**src/rtl/irq_agg_pkg.sv**
```systemverilog
package irq_agg_pkg;

  // Register offsets whose values software depends on
  localparam int unsigned OFS_PEND  = 32'h0000_1000;
  localparam int unsigned OFS_EN    = 32'h0000_2000;
  localparam int unsigned OFS_THR   = 32'h0020_0000;
  localparam int unsigned OFS_CLAIM = 32'h0020_0004;

  typedef enum logic [2:0] {
    RD_NONE,
    RD_PRIO,
    RD_PEND,
    RD_EN,
    RD_THR,
    RD_CLAIM
  } rd_sel_e;

  // Strobes from the control decoder to the datapath
  typedef struct packed {
    logic       prioWr;
    logic [7:0] slotIdx;
    logic       enWr;
    logic       thrWr;
    logic       complWr;
    logic       claimRd;
    logic       rdEn;
    rd_sel_e    rdSel;
  } reg_strobe_t;

endpackage

```
**src/rtl/irq_agg_ctrl.sv**
```systemverilog
module irq_agg_ctrl
  import irq_agg_pkg::*;
#(
  parameter int ADDR_W  = 22,
  parameter int NUM_SRC = 4
) (
  input  logic              clk,
  input  logic              rstN,
  input  logic              regValid,
  input  logic              regWrite,
  input  logic [ADDR_W-1:0] regAddr,
  output reg_strobe_t       stb,
  output logic              regRvalid
);

  localparam logic [ADDR_W-1:0] PRIO_END = ADDR_W'(4 * (NUM_SRC + 1));
  localparam logic [ADDR_W-1:0] A_PEND   = ADDR_W'(OFS_PEND);
  localparam logic [ADDR_W-1:0] A_EN     = ADDR_W'(OFS_EN);
  localparam logic [ADDR_W-1:0] A_THR    = ADDR_W'(OFS_THR);
  localparam logic [ADDR_W-1:0] A_CLAIM  = ADDR_W'(OFS_CLAIM);

  logic rdReq, wrReq;
  rd_sel_e sel;

  assign rdReq = regValid && !regWrite;
  assign wrReq = regValid && regWrite;

  always_comb begin
    stb = '0;
    sel = RD_NONE;
    if (regAddr < PRIO_END && regAddr[1:0] == 2'b00) begin
      sel        = RD_PRIO;
      stb.prioWr = wrReq;
    end else if (regAddr == A_PEND) begin
      sel = RD_PEND;
    end else if (regAddr == A_EN) begin
      sel      = RD_EN;
      stb.enWr = wrReq;
    end else if (regAddr == A_THR) begin
      sel       = RD_THR;
      stb.thrWr = wrReq;
    end else if (regAddr == A_CLAIM) begin
      sel         = RD_CLAIM;
      stb.complWr = wrReq;
      stb.claimRd = rdReq;
    end
    stb.slotIdx = 8'(regAddr >> 2);
    stb.rdEn    = rdReq;
    stb.rdSel   = sel;
  end

  always_ff @(posedge clk) begin
    if (!rstN) regRvalid <= 1'b0;
    else       regRvalid <= rdReq;
  end

endmodule

```
**src/rtl/irq_agg_dpath.sv**
```systemverilog
module irq_agg_dpath
  import irq_agg_pkg::*;
#(
  parameter int NUM_SRC = 4,
  parameter int PRIO_W  = 3,
  parameter int DATA_W  = 32
) (
  input  logic               clk,
  input  logic               rstN,
  input  logic [NUM_SRC-1:0] srcIrq,
  input  reg_strobe_t        stb,
  input  logic [DATA_W-1:0]  regWdata,
  output logic [DATA_W-1:0]  regRdata,
  output logic               irqOut
);

  localparam int ID_W = $clog2(NUM_SRC + 1);

  logic [PRIO_W-1:0] prio [NUM_SRC:0];
  logic [NUM_SRC:0]  pend, pendNext;
  logic [NUM_SRC:0]  inSvc, inSvcNext;
  logic [NUM_SRC:0]  enBits;
  logic [NUM_SRC:0]  lineVec;
  logic [NUM_SRC:0]  claimHit, complHit;
  logic [PRIO_W-1:0] thr;
  logic [PRIO_W-1:0] bestPrio;
  logic [ID_W-1:0]   bestId;
  logic [DATA_W-1:0] rdMux;

  assign lineVec = {srcIrq, 1'b0};

  // Arbitration: strictly above the running best, so ties keep the lower ID
  always_comb begin
    bestPrio = thr;
    bestId   = '0;
    for (int i = 1; i <= NUM_SRC; i++) begin
      if (pend[i] && enBits[i] && prio[i] > bestPrio) begin
        bestPrio = prio[i];
        bestId   = ID_W'(i);
      end
    end
  end

  assign irqOut = (bestId != '0);

  // Per-source gateway: claim, complete and line capture
  assign claimHit[0]  = 1'b0;
  assign complHit[0]  = 1'b0;
  assign pendNext[0]  = 1'b0;
  assign inSvcNext[0] = 1'b0;

  generate
    for (genvar g = 1; g <= NUM_SRC; g++) begin : gGate
      assign claimHit[g]  = stb.claimRd && (bestId == ID_W'(g));
      assign complHit[g]  = stb.complWr && (regWdata == DATA_W'(g)) && inSvc[g];
      assign pendNext[g]  = claimHit[g] ? 1'b0
                          : (pend[g] || (lineVec[g] && !inSvc[g]));
      assign inSvcNext[g] = claimHit[g] ? 1'b1
                          : (inSvc[g] && !complHit[g]);
    end
  endgenerate

  always_ff @(posedge clk) begin
    if (!rstN) begin
      pend   <= '0;
      inSvc  <= '0;
      enBits <= '0;
      thr    <= '0;
      for (int i = 0; i <= NUM_SRC; i++) prio[i] <= '0;
    end else begin
      pend  <= pendNext;
      inSvc <= inSvcNext;
      if (stb.enWr)  enBits <= {regWdata[NUM_SRC:1], 1'b0};
      if (stb.thrWr) thr    <= regWdata[PRIO_W-1:0];
      for (int i = 1; i <= NUM_SRC; i++) begin
        if (stb.prioWr && stb.slotIdx == 8'(i)) prio[i] <= regWdata[PRIO_W-1:0];
      end
    end
  end

  always_comb begin
    rdMux = '0;
    unique case (stb.rdSel)
      RD_PRIO: begin
        for (int i = 1; i <= NUM_SRC; i++) begin
          if (stb.slotIdx == 8'(i)) rdMux = DATA_W'(prio[i]);
        end
      end
      RD_PEND:  rdMux = DATA_W'(pend);
      RD_EN:    rdMux = DATA_W'(enBits);
      RD_THR:   rdMux = DATA_W'(thr);
      RD_CLAIM: rdMux = DATA_W'(bestId);
      default:  rdMux = '0;
    endcase
  end

  always_ff @(posedge clk) begin
    if (!rstN)         regRdata <= '0;
    else if (stb.rdEn) regRdata <= rdMux;
  end

endmodule

```
**src/rtl/irq_aggregator.sv**
```systemverilog
module irq_aggregator
  import irq_agg_pkg::*;
#(
  parameter int NUM_SRC = 4,
  parameter int PRIO_W  = 3,
  parameter int ADDR_W  = 22,
  parameter int DATA_W  = 32
) (
  input  logic               clk,
  input  logic               rstN,
  input  logic [NUM_SRC-1:0] srcIrq,
  input  logic               regValid,
  input  logic               regWrite,
  input  logic [ADDR_W-1:0]  regAddr,
  input  logic [DATA_W-1:0]  regWdata,
  output logic [DATA_W-1:0]  regRdata,
  output logic               regRvalid,
  output logic               irqOut
);

  reg_strobe_t stb;

  irq_agg_ctrl #(
    .ADDR_W (ADDR_W),
    .NUM_SRC(NUM_SRC)
  ) uCtrl (
    .clk      (clk),
    .rstN     (rstN),
    .regValid (regValid),
    .regWrite (regWrite),
    .regAddr  (regAddr),
    .stb      (stb),
    .regRvalid(regRvalid)
  );

  irq_agg_dpath #(
    .NUM_SRC(NUM_SRC),
    .PRIO_W (PRIO_W),
    .DATA_W (DATA_W)
  ) uDpath (
    .clk     (clk),
    .rstN    (rstN),
    .srcIrq  (srcIrq),
    .stb     (stb),
    .regWdata(regWdata),
    .regRdata(regRdata),
    .irqOut  (irqOut)
  );

endmodule

```
**config.mk**
```make
export PLATFORM = sky130hd
export DESIGN_NAME = irq_aggregator
export DESIGN_NICKNAME = d
export VERILOG_FILES = /design/src/rtl/irq_agg_pkg.sv /design/src/rtl/irq_agg_ctrl.sv /design/src/rtl/irq_agg_dpath.sv /design/src/rtl/irq_aggregator.sv
export SDC_FILE = /design/constraint.sdc
export NUM_CORES = 1
export LEC_CHECK = 0
export CAP_MARGIN = 30
export CORE_MARGIN = 8
export CORE_UTILIZATION = 40
export DETAILED_ROUTE_END_ITERATION = 10
export HOLD_SLACK_MARGIN = 0.1
export PLACE_DENSITY = 0.74
export SETUP_SLACK_MARGIN = 0.3
export SLEW_MARGIN = 0
export SYNTH_ARGS = -nofsm -noshare
export SYNTH_HDL_FRONTEND = slang
export SYNTH_SLANG_ARGS = --single-unit
```
**constraint.sdc**
```tcl
create_clock -name clk -period 19.1 [get_ports clk]
set_input_delay 3.82 -clock clk [delete_from_list [all_inputs] [get_ports clk]]
set_output_delay 3.82 -clock clk [all_outputs]
set_load 0.005 [all_outputs]
```
==> metrics.md <==
| Metric | Value |
|---|---|
| Skew final | `0.00790 ns` |
| # fillers | `572` |
| Final Setup Violations | `0` |
| Post-layout util | `53.8%` |
| Peak supply drop | `0.0404 mV` |
| Rows | `28` |
| Initial core utilization | `41.6%` |
| Die height | `95.0 um` |
| Antenna Nets Post-Route | `0` |
| Worst EP arrival | `6.89 ns` |
| Max Freq | `93.4 MHz` |
| R2R cell count | `24` |
| Top cells by area, synth | `dfxtp_1 17%, edfxtp_1 14%, buf_4 8.1%` |
| Initial antenna violation count | `0` |
| Post-CTS Resized | `0` |
| Min-Delay Path Class | `reg2reg` |
| Share of layout cells above drive strength 1 | `5.31%` |
| Final hold viol count | `0` |
| Gr usage total | `17.6%` |
| Setup_tns | `0 ns` |
| Iteration-0 DRC Markers | `223` |
| CTS buffer count | `5` |
| First-pass GRT wire length | `12.4 mm` |
| Syn-to-layout area delta | `29.4%` |
| Cts hold-fix bufs | `0` |
| Ys Warns | `0` |
| Vias in the first global route | `2,489` |
| Final WL | `7.67 mm` |
| Die Area | `9020 um^2` |
| Synth async-reset ratio | `0%` |
| Cells after Synth | `289` |
| Bufs on Longest Clock Path | `2` |
| CTS clk-pin slew, worst paths | `0.07 ns` |
| R2r setup slk | `12.37 ns` |
| CP Max Fanout | `7` |
| Via count | `2,432` |
| Most common cell in the synthesized netlist | `buf_4` |
| Placed Cells | `425` |
| Tmin final | `10.71 ns` |
| I/O Buffers | `68` |
| Root Driver | `clkbuf_8` |
| Layout Nets | `429` |
| DRC Markers | `0` |
| Post-synth EDFFs | `12` |
| Reg2reg start | `uDpath.prio[0][4]` |
| Largest net degree at the start of global routing | `27` |
| Worst reg2reg endpoint | `uDpath.inSvc[1]` |
| Sequential share of the synthesized area | `31.3%` |
| # IOs | `96` |
| Cell Pwr Density | `49.0 nW/um^2` |
| Die Width | `95.0 um` |
| Synth area leader | `dfxtp_1` |
| Predominant post-synthesis flop cell | `dfxtp_1` |
| Global placement routability congestion | `0.909` |
| Synth Cell Area | `2490 um^2` |
| H-tree lvl count | `2` |
| Synth top cells by count | `27 x buf_4, 22 x nor2_1, 21 x dfxtp_1` |
| Drt wl/cell | `17.7 um` |
| Final period util | `56.1%` |
| Diode count | `0` |
| Fin cells | `433` |
| Top cell type's share of synthesized area | `16.9%` |
| Cell variety after synth | `63` |
| CP startpoint kind | `register` |
| Setup CP Type | `reg2out` |
| Unrepaired setup endpoints after global routing | `false` |
| Max-slew violations | `0` |
| Worst Tran Pin Value | `0.603 ns` |
| DRT Pass-1 Iters | `5` |
| Post-CTS setup buffers | `0` |
| Yosys reg bits | `33` |
| Core Footprint | `5990 um^2` |
| Worst endpoint required time | `15.28 ns` |
| Outcome | `completed` |
| Critical Path End | `irqOut` |
| Critical Path Source | `uDpath.prio[0][4]` |
| CTS tree | `done` |
| Worst-skew pair later-pin latency | `0.29 ns` |
| Detail Placement HPWL | `6.31 mm` |
| Avg Cell Area, Syn | `8.63 um^2` |
| # Max-Cap Violations | `0` |
| Lkg Pwr | `1.18 nW` |
| Grt ovf | `0` |
| Via/cell ratio | `5.62` |
| Rel. slew slack | `59.2%` |
| # clock sinks | `33` |
| Worst Setup End Kind | `primary output` |
==> metal layers <==
layer / part of all wire (%) / global-route usage [%] / vias to the layer above / wire length, um
met4: 1.1 / 4.16 / 0 / 82
met5: 0 / 0 / - / 0
met3: 7.1 / 3.89 / 10 / 545
li1: - / - / 1179 / -
met2: 49 / 31.2 / 99 / 3740
met1: 43 / 20.9 / 1144 / 3310
==> worst min-delay path by stage <==
| stage | endpoint | from | cells after the start | slack [ns] |
|---|---|---|---|---|
| after floorplan | uDpath.inSvc[2] | uDpath.inSvc[2] | 2 | 0.44 |
| after global placement | uDpath.inSvc[2] | uDpath.inSvc[2] | 2 | 0.45 |
| after detailed placement | uDpath.regRdata[2] | uDpath.regRdata[2] | 2 | 0.46 |
| after CTS | uDpath.regRdata[2] | uDpath.regRdata[2] | 2 | 0.47 |
| after global routing | uDpath.inSvc[2] | uDpath.inSvc[2] | 2 | 0.50 |
| final | uDpath.regRdata[2] | uDpath.regRdata[2] | 2 | 0.47 |
==> final cells by class <==
| class | count | area (um^2) | share of cell area, % |
|---|---|---|---|
| multi-input cells | 235 | 1530 | 47.5 |
| flip-flops and latches | 33 | 781 | 24.2 |
| well taps | 75 | 93.8 | 2.91 |
| clock buffers | 5 | 68.8 | 2.13 |
| clock inverters | 3 | 12.5 | 0.388 |
| inverters | 13 | 48.8 | 1.51 |
| repair buffers | 69 | 688 | 21.3 |
==> critical path: stages (launching register included) <==
cell             delay (ns)
edfxtp_1               0.48
ha_1                   0.36
nor2b_1                0.18
o311ai_1               0.16
nor2_1                 0.42
mux2_2                 0.40
ha_1                   0.32
o21ai_0                0.16
a21oi_1                0.09
o41a_1                 0.34
a41oi_1                0.54
mux2i_1                0.32
ha_1                   0.28
nor2b_1                0.13
o21a_1                 0.18
o2111ai_1              0.45
nor2_1                 0.08
a21o_1                 0.17
ha_1                   0.28
nor2b_1                0.13
o21a_1                 0.16
o2111ai_1              0.35
nand3b_1               0.17
clkdlybuf4s50_1        0.48
==> stage by stage <==
stage / setup WS (ns) / hold WS (ns) / power (mW) / instance area (um^2)
2_1_floorplan: 9.90 / 0.442 / 0.0943 / 2590
3_3_place_gp: 8.91 / 0.453 / 0.108 / 3140
3_5_place_dp: 8.77 / 0.462 / 0.109 / 3140
4_1_cts: 8.44 / 0.473 / 0.158 / 3230
5_1_grt: 7.79 / 0.498 / 0.165 / 3230
6_report: 8.39 / 0.469 / 0.158 / 3230
==> logic make-up (layout without fill, tap and decap cells) <==
group	count (synthesis)	count (layout)	synth area share, %
xor+xnor	2	2	0.703
other cells	1	27	0.150
fa+ha+maj	11	11	5.42
simple gates	116	116	26.7
buf+inv	47	90	11.1
mux	12	12	5.07
flops	33	33	31.3
compound gates	67	67	19.5
==> layout by cell type (no fill, tap or decap), drive strengths merged, types with 4 or more instances in the layout <==
cell | netlist | layout
dfxtp | 21 | 21
and2 | 4 | 4
or4 | 6 | 6
conb | 1 | 27
nor2b | 20 | 20
clkbuf | 7 | 5
a21oi | 5 | 5
nor4 | 10 | 10
nand3 | 12 | 12
edfxtp | 12 | 12
clkdlybuf4s50 | 0 | 68
mux2 | 5 | 5
o21ai | 17 | 17
a221oi | 5 | 5
ha | 10 | 10
nor2 | 22 | 22
nand2 | 12 | 12
inv | 13 | 13
nand4 | 6 | 6
mux2i | 7 | 7
nor3 | 9 | 9
==> power by group <==
part           switching (mW)  internal, mW
clock network          0.0260        0.0245
logic                  0.0130        0.0170
registers             0.00256        0.0749
==> flip-flops by register name, indices dropped and copies added (netlist names) <==
signal and flops:
uCtrl.regRvalid 1, uDpath.enBits 4, uDpath.inSvc 4, uDpath.pend 4, uDpath.prio 12, uDpath.regRdata 5, uDpath.thr 3
No activity file was read; power rests on OpenSTA's default activity.
